$ cat config.mk
export PLATFORM = sky130hd
export DESIGN_NAME = ext_irq_hub
export DESIGN_NICKNAME = d
export VERILOG_FILES = /design/src/rtl/irq_hub_pkg.sv /design/src/rtl/irq_hub_gateway.sv /design/src/rtl/irq_hub_arbiter.sv /design/src/rtl/ext_irq_hub.sv
export SDC_FILE = /design/constraint.sdc
export NUM_CORES = 1
export LEC_CHECK = 0
export BUFFER_PORTS_ARGS = -buffer_cell sky130_fd_sc_hd__buf_2
export CELL_PAD_IN_SITES_DETAIL_PLACEMENT = 2
export CELL_PAD_IN_SITES_GLOBAL_PLACEMENT = 2
export CORE_AREA = 3 3 237 239
export DETAILED_ROUTE_END_ITERATION = 8
export DIE_AREA = 0 0 240 242
export GPL_ROUTABILITY_DRIVEN = 0
export GPL_TIMING_DRIVEN = 0
export PLACE_DENSITY_LB_ADDON = 0.08
export SYNTH_ARGS = -nofsm -noshare
export SYNTH_HDL_FRONTEND = slang
export SYNTH_SLANG_ARGS = --single-unit
$ cat constraint.sdc
create_clock -name clk -period 40.7 [get_ports clk]
set_input_delay 2.035 -clock clk [delete_from_list [all_inputs] [get_ports clk]]
set_output_delay 2.035 -clock clk [all_outputs]
set_load 0.005 [all_outputs]
$ cat src/rtl/irq_hub_pkg.sv
package irq_hub_pkg;

    typedef enum logic [1:0] {
        GW_IDLE    = 2'd0,
        GW_PEND    = 2'd1,
        GW_SERVICE = 2'd2,
        GW_HELD    = 2'd3
    } gw_state_e;

    localparam logic [1:0] RGN_PRIO = 2'd0;
    localparam logic [1:0] RGN_PEND = 2'd1;
    localparam logic [1:0] RGN_EN   = 2'd2;
    localparam logic [1:0] RGN_CTX  = 2'd3;

endpackage

$ cat src/rtl/irq_hub_gateway.sv
module irq_hub_gateway
    import irq_hub_pkg::*;
#(
    parameter bit EDGE = 1'b0
) (
    input  logic clk,
    input  logic rst_n,
    input  logic src_i,
    input  logic claim_i,
    input  logic complete_i,
    output logic pending_o,
    output logic in_service_o
);

    gw_state_e state_q, state_d;
    logic      prev_q;
    logic      rise;
    logic      req;

    assign rise = src_i & ~prev_q;
    assign req  = EDGE ? rise : src_i;

    always_ff @(posedge clk) begin
        if (!rst_n) begin
            state_q <= GW_IDLE;
            prev_q  <= 1'b0;
        end else begin
            state_q <= state_d;
            prev_q  <= src_i;
        end
    end

    always_comb begin
        state_d = state_q;
        unique case (state_q)
            GW_IDLE:    if (req) state_d = GW_PEND;
            GW_PEND:    if (claim_i) state_d = GW_SERVICE;
            GW_SERVICE: begin
                if (complete_i)         state_d = req ? GW_PEND : GW_IDLE;
                else if (EDGE && rise)  state_d = GW_HELD;
            end
            GW_HELD:    if (complete_i) state_d = GW_PEND;
            default:    state_d = GW_IDLE;
        endcase
    end

    always_comb begin
        pending_o    = (state_q == GW_PEND);
        in_service_o = (state_q == GW_SERVICE) || (state_q == GW_HELD);
    end

endmodule

$ cat src/rtl/irq_hub_arbiter.sv
module irq_hub_arbiter #(
    parameter int NSRC   = 10,
    parameter int PRIO_W = 3,
    parameter int ID_W   = 4
) (
    input  logic [NSRC:0]              pend_i,
    input  logic [NSRC:0]              en_i,
    input  logic [(NSRC+1)*PRIO_W-1:0] prio_i,
    input  logic [PRIO_W-1:0]          thr_i,
    input  logic                       present_i,
    output logic [ID_W-1:0]            win_o,
    output logic                       irq_o
);

    logic [ID_W-1:0]   best_id;
    logic [PRIO_W-1:0] best_p;

    always_comb begin
        best_id = '0;
        best_p  = '0;
        for (int i = 0; i <= NSRC; i++) begin
            if (pend_i[i] && en_i[i] && (prio_i[i*PRIO_W +: PRIO_W] > best_p)) begin
                best_p  = prio_i[i*PRIO_W +: PRIO_W];
                best_id = ID_W'(i);
            end
        end
    end

    always_comb begin
        if (present_i && (best_p > thr_i)) begin
            irq_o = 1'b1;
            win_o = best_id;
        end else begin
            irq_o = 1'b0;
            win_o = '0;
        end
    end

endmodule

$ cat src/rtl/ext_irq_hub.sv
module ext_irq_hub
    import irq_hub_pkg::*;
#(
    parameter int               NSRC        = 10,
    parameter int               NCTX        = 10,
    parameter int               PRIO_W      = 3,
    parameter logic [NSRC:1]    EDGE_SRC    = 10'b11111_00000,
    parameter logic [NCTX-1:0]  CTX_PRESENT = 10'b11111_11101
) (
    input  logic            clk,
    input  logic            rst_n,
    input  logic [NSRC:1]   src_i,
    output logic [NCTX-1:0] irq_o,
    input  logic            reg_we,
    input  logic            reg_re,
    input  logic [11:0]     reg_addr,
    input  logic [31:0]     reg_wdata,
    output logic [31:0]     reg_rdata
);

    localparam int ID_W  = $clog2(NSRC + 1);
    localparam int CTX_W = (NCTX > 1) ? $clog2(NCTX) : 1;
    localparam int PF_W  = (NSRC + 1) * PRIO_W;

    logic [PF_W-1:0]   prio_q;
    logic [NSRC:0]     en_q  [NCTX];
    logic [PRIO_W-1:0] thr_q [NCTX];

    logic [NSRC:0]     pend_vec;
    logic [NSRC:0]     insvc_vec;
    logic [ID_W-1:0]   win_id [NCTX];

    logic [1:0]        region;
    logic [5:0]        src_sel;
    logic              src_ok;
    logic [7:0]        ectx;
    logic              ectx_ok;
    logic [8:0]        cctx;
    logic              cctx_in;
    logic              cctx_ok;
    logic [CTX_W-1:0]  eidx;
    logic [CTX_W-1:0]  claim_ctx;
    logic              claim_go;
    logic [ID_W-1:0]   claim_id;
    logic              complete_go;
    logic [ID_W-1:0]   complete_id;
    logic [31:0]       rd_next;

    assign region    = reg_addr[11:10];
    assign src_sel   = reg_addr[5:0];
    assign src_ok    = (src_sel != 6'd0) && (32'(src_sel) <= NSRC);
    assign ectx      = reg_addr[7:0];
    assign ectx_ok   = 32'(ectx) < NCTX;
    assign eidx      = ectx[CTX_W-1:0];
    assign cctx      = reg_addr[9:1];
    assign cctx_in   = 32'(cctx) < NCTX;
    assign claim_ctx = cctx[CTX_W-1:0];
    assign cctx_ok   = cctx_in && CTX_PRESENT[claim_ctx];

    assign claim_go    = reg_re && (region == RGN_CTX) && reg_addr[0] && cctx_ok;
    assign claim_id    = claim_go ? win_id[claim_ctx] : '0;
    assign complete_go = reg_we && (region == RGN_CTX) && reg_addr[0] && cctx_ok
                         && (reg_wdata != 32'd0) && (reg_wdata <= 32'(NSRC));
    assign complete_id = reg_wdata[ID_W-1:0];

    assign pend_vec[0]  = 1'b0;
    assign insvc_vec[0] = 1'b0;

    for (genvar s = 1; s <= NSRC; s++) begin : g_src
        irq_hub_gateway #(.EDGE(EDGE_SRC[s])) u_gw (
            .clk          (clk),
            .rst_n        (rst_n),
            .src_i        (src_i[s]),
            .claim_i      (claim_go && (claim_id == ID_W'(s))),
            .complete_i   (complete_go && (complete_id == ID_W'(s))),
            .pending_o    (pend_vec[s]),
            .in_service_o (insvc_vec[s])
        );
    end

    for (genvar c = 0; c < NCTX; c++) begin : g_ctx
        irq_hub_arbiter #(.NSRC(NSRC), .PRIO_W(PRIO_W), .ID_W(ID_W)) u_arb (
            .pend_i    (pend_vec),
            .en_i      (en_q[c]),
            .prio_i    (prio_q),
            .thr_i     (thr_q[c]),
            .present_i (CTX_PRESENT[c]),
            .win_o     (win_id[c]),
            .irq_o     (irq_o[c])
        );
    end

    always_ff @(posedge clk) begin
        if (!rst_n) begin
            prio_q <= '0;
            for (int c = 0; c < NCTX; c++) begin
                en_q[c]  <= '0;
                thr_q[c] <= '0;
            end
        end else if (reg_we) begin
            if (region == RGN_PRIO && src_ok)
                prio_q[32'(src_sel)*PRIO_W +: PRIO_W] <= reg_wdata[PRIO_W-1:0];
            if (region == RGN_EN && ectx_ok)
                en_q[eidx] <= {reg_wdata[NSRC:1], 1'b0};
            if (region == RGN_CTX && !reg_addr[0] && cctx_in)
                thr_q[claim_ctx] <= reg_wdata[PRIO_W-1:0];
        end
    end

    always_comb begin
        rd_next = 32'd0;
        unique case (region)
            RGN_PRIO: if (src_ok) rd_next = 32'(prio_q[32'(src_sel)*PRIO_W +: PRIO_W]);
            RGN_PEND: rd_next = 32'(pend_vec);
            RGN_EN:   if (ectx_ok) rd_next = 32'(en_q[eidx]);
            RGN_CTX: begin
                if (!reg_addr[0] && cctx_in) rd_next = 32'(thr_q[claim_ctx]);
                else if (reg_addr[0])        rd_next = 32'(claim_id);
            end
            default:  rd_next = 32'd0;
        endcase
    end

    always_ff @(posedge clk) begin
        if (!rst_n)      reg_rdata <= 32'd0;
        else if (reg_re) reg_rdata <= rd_next;
    end

endmodule

Word level (Yosys, flattened, before mapping)
Memories as Yosys holds them, arrays and structs flattened.
Index checks and enable logic that the tools add are counted.
- bits in registers: 90
- bits in writable memories: 130
- ROM bits: 16
- input bits: 58
- output and inout port bits: 42
- word-level logic and storage cells: 757
- memories: 3
- memories (name ; words ; bits a word ; rd ports ; clocked after memory_dff ; write ports ; RTL line ; text):
    en_q ; 10 ; 10 ; 10 ; 0 ; 10 ; ext_irq_hub.sv:26 ; logic [NSRC:0] en_q [NCTX];
    thr_q ; 10 ; 3 ; 10 ; 0 ; 10 ; ext_irq_hub.sv:27 ; logic [PRIO_W-1:0] thr_q [NCTX];
    (name not given) ; 16 ; 1 ; 1 ; 0 ; 0 ; ext_irq_hub.sv:58 ; assign cctx_ok = cctx_in && CTX_PRESENT[claim_ctx];
- add/subtract/negate cells: 1
- multiply operators: 1
- magnitude comparators: 97
- equal/unequal tests: 93
- shifts and indexed selects: 3
- multiplexer cells: 289
- bitwise gates (word level): 11
- reductions and logical operators: 242
- operators with widths (kind ; number):
    3-bit 2-to-1 mux ; 128
    3-bit > comparator ; 90
    1-bit logical AND ; 215
    4-bit 2-to-1 mux ; 43
    32-bit one-hot mux with 4 select lines ; 1
    2-bit 2-to-1 mux ; 63
    2-bit one-hot mux with 4 select lines ; 10
    2-bit by 1-bit != test with 1-bit output (second input constant) ; 30
    2-bit == test (second input constant) ; 22
    1-bit 2-to-1 mux ; 40
    4-bit AND reduction ; 10
    8-bit negation with 34-bit output ; 1
    3-bit by 34-bit variable shift with 33-bit output (first input constant) ; 1
    3-bit by 34-bit variable part select with 33-bit output ; 1
    33-bit bitwise mux ; 1
    33-bit by 9-bit variable part select with 3-bit output ; 1
    4-bit by 3-bit == test with 1-bit output (second input constant) ; 8
    32-bit by 4-bit less-or-equal comparator with 1-bit output (second input constant) ; 1
    32-bit nonzero test ; 1
    4-bit == test (second input constant) ; 6
    2-bit by 1-bit == test with 1-bit output (second input constant) ; 11
    2-bit logical NOT ; 11
    4-bit binary-select mux with 4-bit select ; 1
    4-bit by 2-bit == test with 1-bit output (second input constant) ; 4
    other kinds (20) ; 37

Depth between registers and ports, before layout
- depth in word-level cells: 41
- gate-level depth with buffers: 78
- mapped depth without buffers: 76

Cells and area by module
From an unflattened synthesis, not the netlist that was laid out.
- cell total of the unflattened synthesis: 3494
- area total of the unflattened synthesis: 28314.7 µm²
- modules (own cells, without submodules) (module ; times used ; cells each ; area each (µm²) ; sequential area each (µm²)):
    ext_irq_hub ; 1 ; 878 ; 10052.1 ; 5325.1
    irq_hub_arbiter at g_ctx[4].u_arb ... ; 4 ; 249 ; 1725.4 ; 0.0
    irq_hub_arbiter at g_ctx[0].u_arb ... ; 4 ; 240 ; 1616.6 ; 0.0
    irq_hub_arbiter at g_ctx[9].u_arb ; 1 ; 249 ; 1671.6 ; 0.0
    irq_hub_arbiter at g_ctx[8].u_arb ; 1 ; 236 ; 1609.0 ; 0.0
    irq_hub_gateway at g_src[10].u_gw ... ; 5 ; 25 ; 224.0 ; 60.1
    irq_hub_gateway at g_src[1].u_gw ... ; 5 ; 10 ; 98.8 ; 40.0

Least setup slack after synthesis
Ideal clock, no wire load.
- path kind: flip-flop to output port
- from: register g_src[1].u_gw.state_q[1]
- to: output irq_o[0]
- arrival time: 13594 ps
- required time: 38665 ps
- slack: 25071 ps
- cell stages (with the launch flop): 67
- buffers on the path: 3
- path through: dfxtp_1 -> and3b_1 -> buf_2 -> nand2_1 -> ha_1 -> nand3_1 -> and3_1 -> buf_6 -> a21o_1 -> and2_1 -> ha_1 -> nor2b_1 -> and2_1 -> a221oi_4 -> a21o_1 -> mux2_2 -> ha_1 -> or2_2 -> [... 31 more ...] -> ha_1 -> nor2b_1 -> o21a_1 -> o2111ai_1 -> mux2_4 -> ha_1 -> inv_1 -> a21o_1 -> a21oi_1 -> a311oi_1 -> inv_1 -> mux2i_4 -> ha_1 -> inv_1 -> a21o_1 -> a21oi_1 -> a31oi_1 -> buf_4
- word-level cells in the longest chain between the ends: 33
- RTL lines (item ; RTL line ; text):
    start, declared ; irq_hub_gateway.sv:15 ; gw_state_e state_q, state_d;
    start signal, assigned ; irq_hub_gateway.sv:28 ; state_q <= state_d;
    2-bit by 1-bit == test with 1-bit output * ; irq_hub_gateway.sv:48 ; pending_o = (state_q == GW_PEND);
    1-bit logical AND * (2 in a row) ; irq_hub_arbiter.sv:22 ; if (pend_i[i] && en_i[i] && (prio_i[i*PRIO_W +: PRIO_W] > best_p)) begin
    3-bit 2-to-1 mux * ; irq_hub_arbiter.sv:22 ;
    3-bit > comparator ; irq_hub_arbiter.sv:22 ;
    1-bit logical AND ; irq_hub_arbiter.sv:22 ;
    3-bit 2-to-1 mux * ; irq_hub_arbiter.sv:22 ;
    3-bit > comparator ; irq_hub_arbiter.sv:22 ;
    1-bit logical AND ; irq_hub_arbiter.sv:22 ;
    [... 16 more ...] ; - ;
    3-bit > comparator ; irq_hub_arbiter.sv:22 ;
    1-bit logical AND ; irq_hub_arbiter.sv:22 ;
    3-bit 2-to-1 mux * ; irq_hub_arbiter.sv:22 ;
    3-bit > comparator ; irq_hub_arbiter.sv:22 ;
    1-bit logical AND ; irq_hub_arbiter.sv:22 ;
    3-bit 2-to-1 mux * ; irq_hub_arbiter.sv:22 ;
    3-bit > comparator * ; irq_hub_arbiter.sv:30 ; if (present_i && (best_p > thr_i)) begin
    1-bit 2-to-1 mux * ; irq_hub_arbiter.sv:30 ;
    end, declared ; ext_irq_hub.sv:13 ; output logic [NCTX-1:0] irq_o,
Mark *: on every way between the ends. The rest lies on a longest branch, timed or not.

Worst setup path after layout
- from: register g_src[1].u_gw.state_q[0]
- to: output irq_o[0]
The elaborated chain is that of the path after synthesis.

==> impl_metrics.env <==
export IMPL_floorplan_io_pins=100
export IMPL_dieWidth_um=240
export IMPL_synth_flop_cell="edfxtp_1"
export IMPL_critical_path_endpoint_type="output pin"
export IMPL_finClkSkew_ps=28.0
export IMPL_met2_length_mm=54.5
export IMPL_syn_instance_count=2761
export IMPL_hp_class="reg -> reg"
export IMPL_start_util=0.420
export IMPL_syn_area_um2=22700
export IMPL_rsz_0062_raised_after_global_routing="false"
export IMPL_cap_viol_max_count=0
export IMPL_postRouteAntennaNets=0
export IMPL_synthesis_yosys_warnings=0
export IMPL_grt_pass1_wl_mm=177
export IMPL_setup_tns_final_ps=0
export IMPL_finalNonFillerCells=3616
export IMPL_yosys_cell_types_count=107
export IMPL_outcome="complete, no violations"
export IMPL_die_h_um=242
export IMPL_antenna_found_initial=7
export IMPL_cp_buffers_inverters=8
export IMPL_slowest_stage="a311oi_1"
export IMPL_max_slew_margin=0.0975
export IMPL_clkLatencyLatePin_ps=560
export IMPL_worstPathArrival_ps=17580
export IMPL_syn_avg_cell_area_um2=8.23
export IMPL_yosys_register_bits=217
export IMPL_crit_path_max_incr_delay_ps=890
export IMPL_post_cts_hold_buffer_count=0
export IMPL_viasPerCell=7.04
export IMPL_period_share=0.482
export IMPL_cts_repair_resized=0
export IMPL_tightestPinTransition_ps=1350
export IMPL_groute_usage_overall=0.409
export IMPL_leakage_nw=9.62
export IMPL_synth_edff_count=148
export IMPL_cts_buffer_depth=3
export IMPL_worst_ir_drop_vdd_mv=0.0389
export IMPL_synth_top_cell_by_area="edfxtp_1"
export IMPL_drt_pass1_iter_count=6
export IMPL_met3_wirelength_mm=12.1
export IMPL_cp_max_fo=10
export IMPL_setup_viol=0
export IMPL_power_per_cell_area_nw_per_um2=25.2
export IMPL_critPathKind="reg -> out"
export IMPL_num_fill_cells=6107
export IMPL_drt_wirelength_per_cell_um=33.9
export IMPL_yosys_top_cells_area="edfxtp_1 (20%), ha_1 (10%), dfxtp_1 (6.1%)"
export IMPL_yosysSeqAreaShare=0.257
export IMPL_synth_async_sr_flop_share=0
export IMPL_drive_gt1_frac=0.107
export IMPL_postCtsSetupBuffers=0
export IMPL_grt_max_degree=19
export IMPL_netlist_area_leader_share=0.196
export IMPL_dp_cells=3570
export IMPL_top_layer="met5"
export IMPL_drt_total_wl_mm=123
export IMPL_drc=0
export IMPL_final_nets=3143
export IMPL_grt_overflow_total=0
export IMPL_timing_final_crit_period_ps=19620
export IMPL_die_area_um2=58100
export IMPL_area_delta_synth_final_pct=9.67
export IMPL_ctsHtreeMaxLevel=1
export IMPL_rows=85
export IMPL_hold_violations=0
export IMPL_tritoncts="yes"
export IMPL_clk_slew_on_worst_s_h_paths_ps=60
export IMPL_port_buffers=73
export IMPL_cts_sinks=217
export IMPL_numCtsBuffers=24
export IMPL_detailroute_via_count=25456
export IMPL_core_um2=54000
export IMPL_maxClockFrequency_mhz=51.0
export IMPL_detail_route_iter0_violations=2768
export IMPL_placement_setup_worst_slack_ps=22010
export IMPL_clockRootBuffer="clkbuf_16"
export IMPL_timing_critical_path_max_delay_family="compound AO/OA/AOI/OAI gates"
export IMPL_final_cell_area_um2=24900
export IMPL_setup_ws_ps=21080
export IMPL_multi_input_comb_area_um2=15700
export IMPL_report_final_slew_viol_count=0
export IMPL_first_global_vias=26840
export IMPL_postPlaceCellArea_um2=24100
export IMPL_dpl_hpwl_mm=97.9
export IMPL_critical_path_most_common_cell="ha_1"
export IMPL_regArea_um2=5830
export IMPL_wl_met1_mm=47.3
export IMPL_worst_setup_path_start_kind="flip-flop"
export IMPL_crit_required_ps=38660
==> stage by stage <==
| stage | power, W | util | hold slack, ps |
|---|---|---|---|
| floorplan | 0.000329 | - | 425 |
| global placement | 0.000383 | 0.446 | 454 |
| detailed placement | 0.000391 | 0.446 | 467 |
| CTS | 0.000616 | 0.461 | 503 |
| global route | 0.000640 | 0.461 | 532 |
| finish | 0.000628 | 0.461 | 497 |
==> final timing paths <==
path	startpoint	to	slack, ps	cells past startpoint
max	g_src[1].u_gw.state_q[0]	irq_o[0]	21080	68
min	reg_rdata[8]	reg_rdata[8]	500	2
max reg2reg	g_src[1].u_gw.state_q[0]	g_src[1].u_gw.state_q[1]	21300	73
min reg2reg	reg_rdata[8]	reg_rdata[8]	500	2
==> sequential cells by signal, summed over array words and instances, names as in the netlist <==
name,cells
g_src.u_gw.prev_q,5
reg_rdata,11
en_q,100
prio_q,33
thr_q,48
g_src.u_gw.state_q,20
==> layer usage <==
metal	global-route usage	up-vias
li1	-	10617
met1	0.502	12898
met2	0.651	1435
met3	0.101	504
met4	0.235	2
met5	0.0160	-
==> placed cells by master (no fill, tap or decap), types with 82 or more instances in the layout <==
master / netlist / layout
inv_1: 140 / 140
nor2_1: 302 / 302
nand3_1: 99 / 99
mux2i_1: 85 / 85
clkbuf_1: 116 / 121
edfxtp_1: 148 / 148
a21oi_1: 156 / 156
o21ai_0: 114 / 113
nand2_1: 303 / 303
buf_2: 9 / 82
ha_1: 185 / 185
==> tightest hold or removal path: cells and delay by family (launching register included) <==
| family | cells | cell delay (ps) |
|---|---|---|
| AO/OA/AOI/OAI | 1 | 70 |
| AND/OR/NAND/NOR | 1 | 70 |
| flip-flops | 1 | 330 |
==> cell type report <==
cell class                      count  area share
Antenna cell                        2    0.000201
Buffer                            173      0.0325
Clock buffer                       36      0.0301
Clock inverter                      8     0.00156
Inverter                          142      0.0214
Multi-Input combinational cell   2268       0.630
Sequential cell                   217       0.234
Tap cell                          696      0.0350
Timing Repair Buffer               74      0.0150
==> cell usage after synthesis (11+ instances only) <==
| library cell | count |
|---|---|
| mux2i_1 | 85 |
| o22ai_1 | 22 |
| a21o_1 | 50 |
| nor2_1 | 302 |
| o211a_1 | 13 |
| buf_4 | 32 |
| nand2_1 | 303 |
| o2111ai_1 | 17 |
| o21ai_0 | 114 |
| a211o_1 | 15 |
| nand3_1 | 99 |
| dfxtp_1 | 69 |
| nand2b_1 | 18 |
| nor2b_1 | 26 |
| a221oi_1 | 13 |
| and2_1 | 65 |
| and4_1 | 12 |
| a21boi_0 | 11 |
| inv_1 | 140 |
| o21a_1 | 25 |
| a311oi_1 | 19 |
| o211ai_1 | 35 |
| mux2_2 | 62 |
| a211oi_1 | 38 |
| buf_1 | 12 |
| maj3_1 | 23 |
| a22oi_1 | 13 |
| o221ai_1 | 12 |
| and3_1 | 38 |
| edfxtp_1 | 148 |
| ha_1 | 185 |
| o21ai_1 | 20 |
| nor4_1 | 29 |
| mux4_2 | 39 |
| o31ai_1 | 13 |
| nand4_1 | 26 |
| clkbuf_1 | 116 |
| a31oi_1 | 40 |
| nor3_1 | 69 |
| a21oi_1 | 156 |
==> power by group <==
part / internal (W) / switching, W
logic: 0.0000389 / 0.0000937
registers: 0.000247 / 0.0000190
clock network: 0.000127 / 0.000102
==> cell families (layout without fill, tap and decap cells) <==
kind of cell,count (synthesis),after routing,synth area share
DFF,217,217,0.257
xor gates and xnor gates,5,5,0.00193
other,1,42,0.000165
and+or+nand+nor,1060,1060,0.223
adders and majority gates,210,210,0.113
buffers and inverters,315,433,0.0592
muxes,192,192,0.111
AOI/OAI and AO/OA,761,761,0.236
Power figures use the tool's default switching activity.
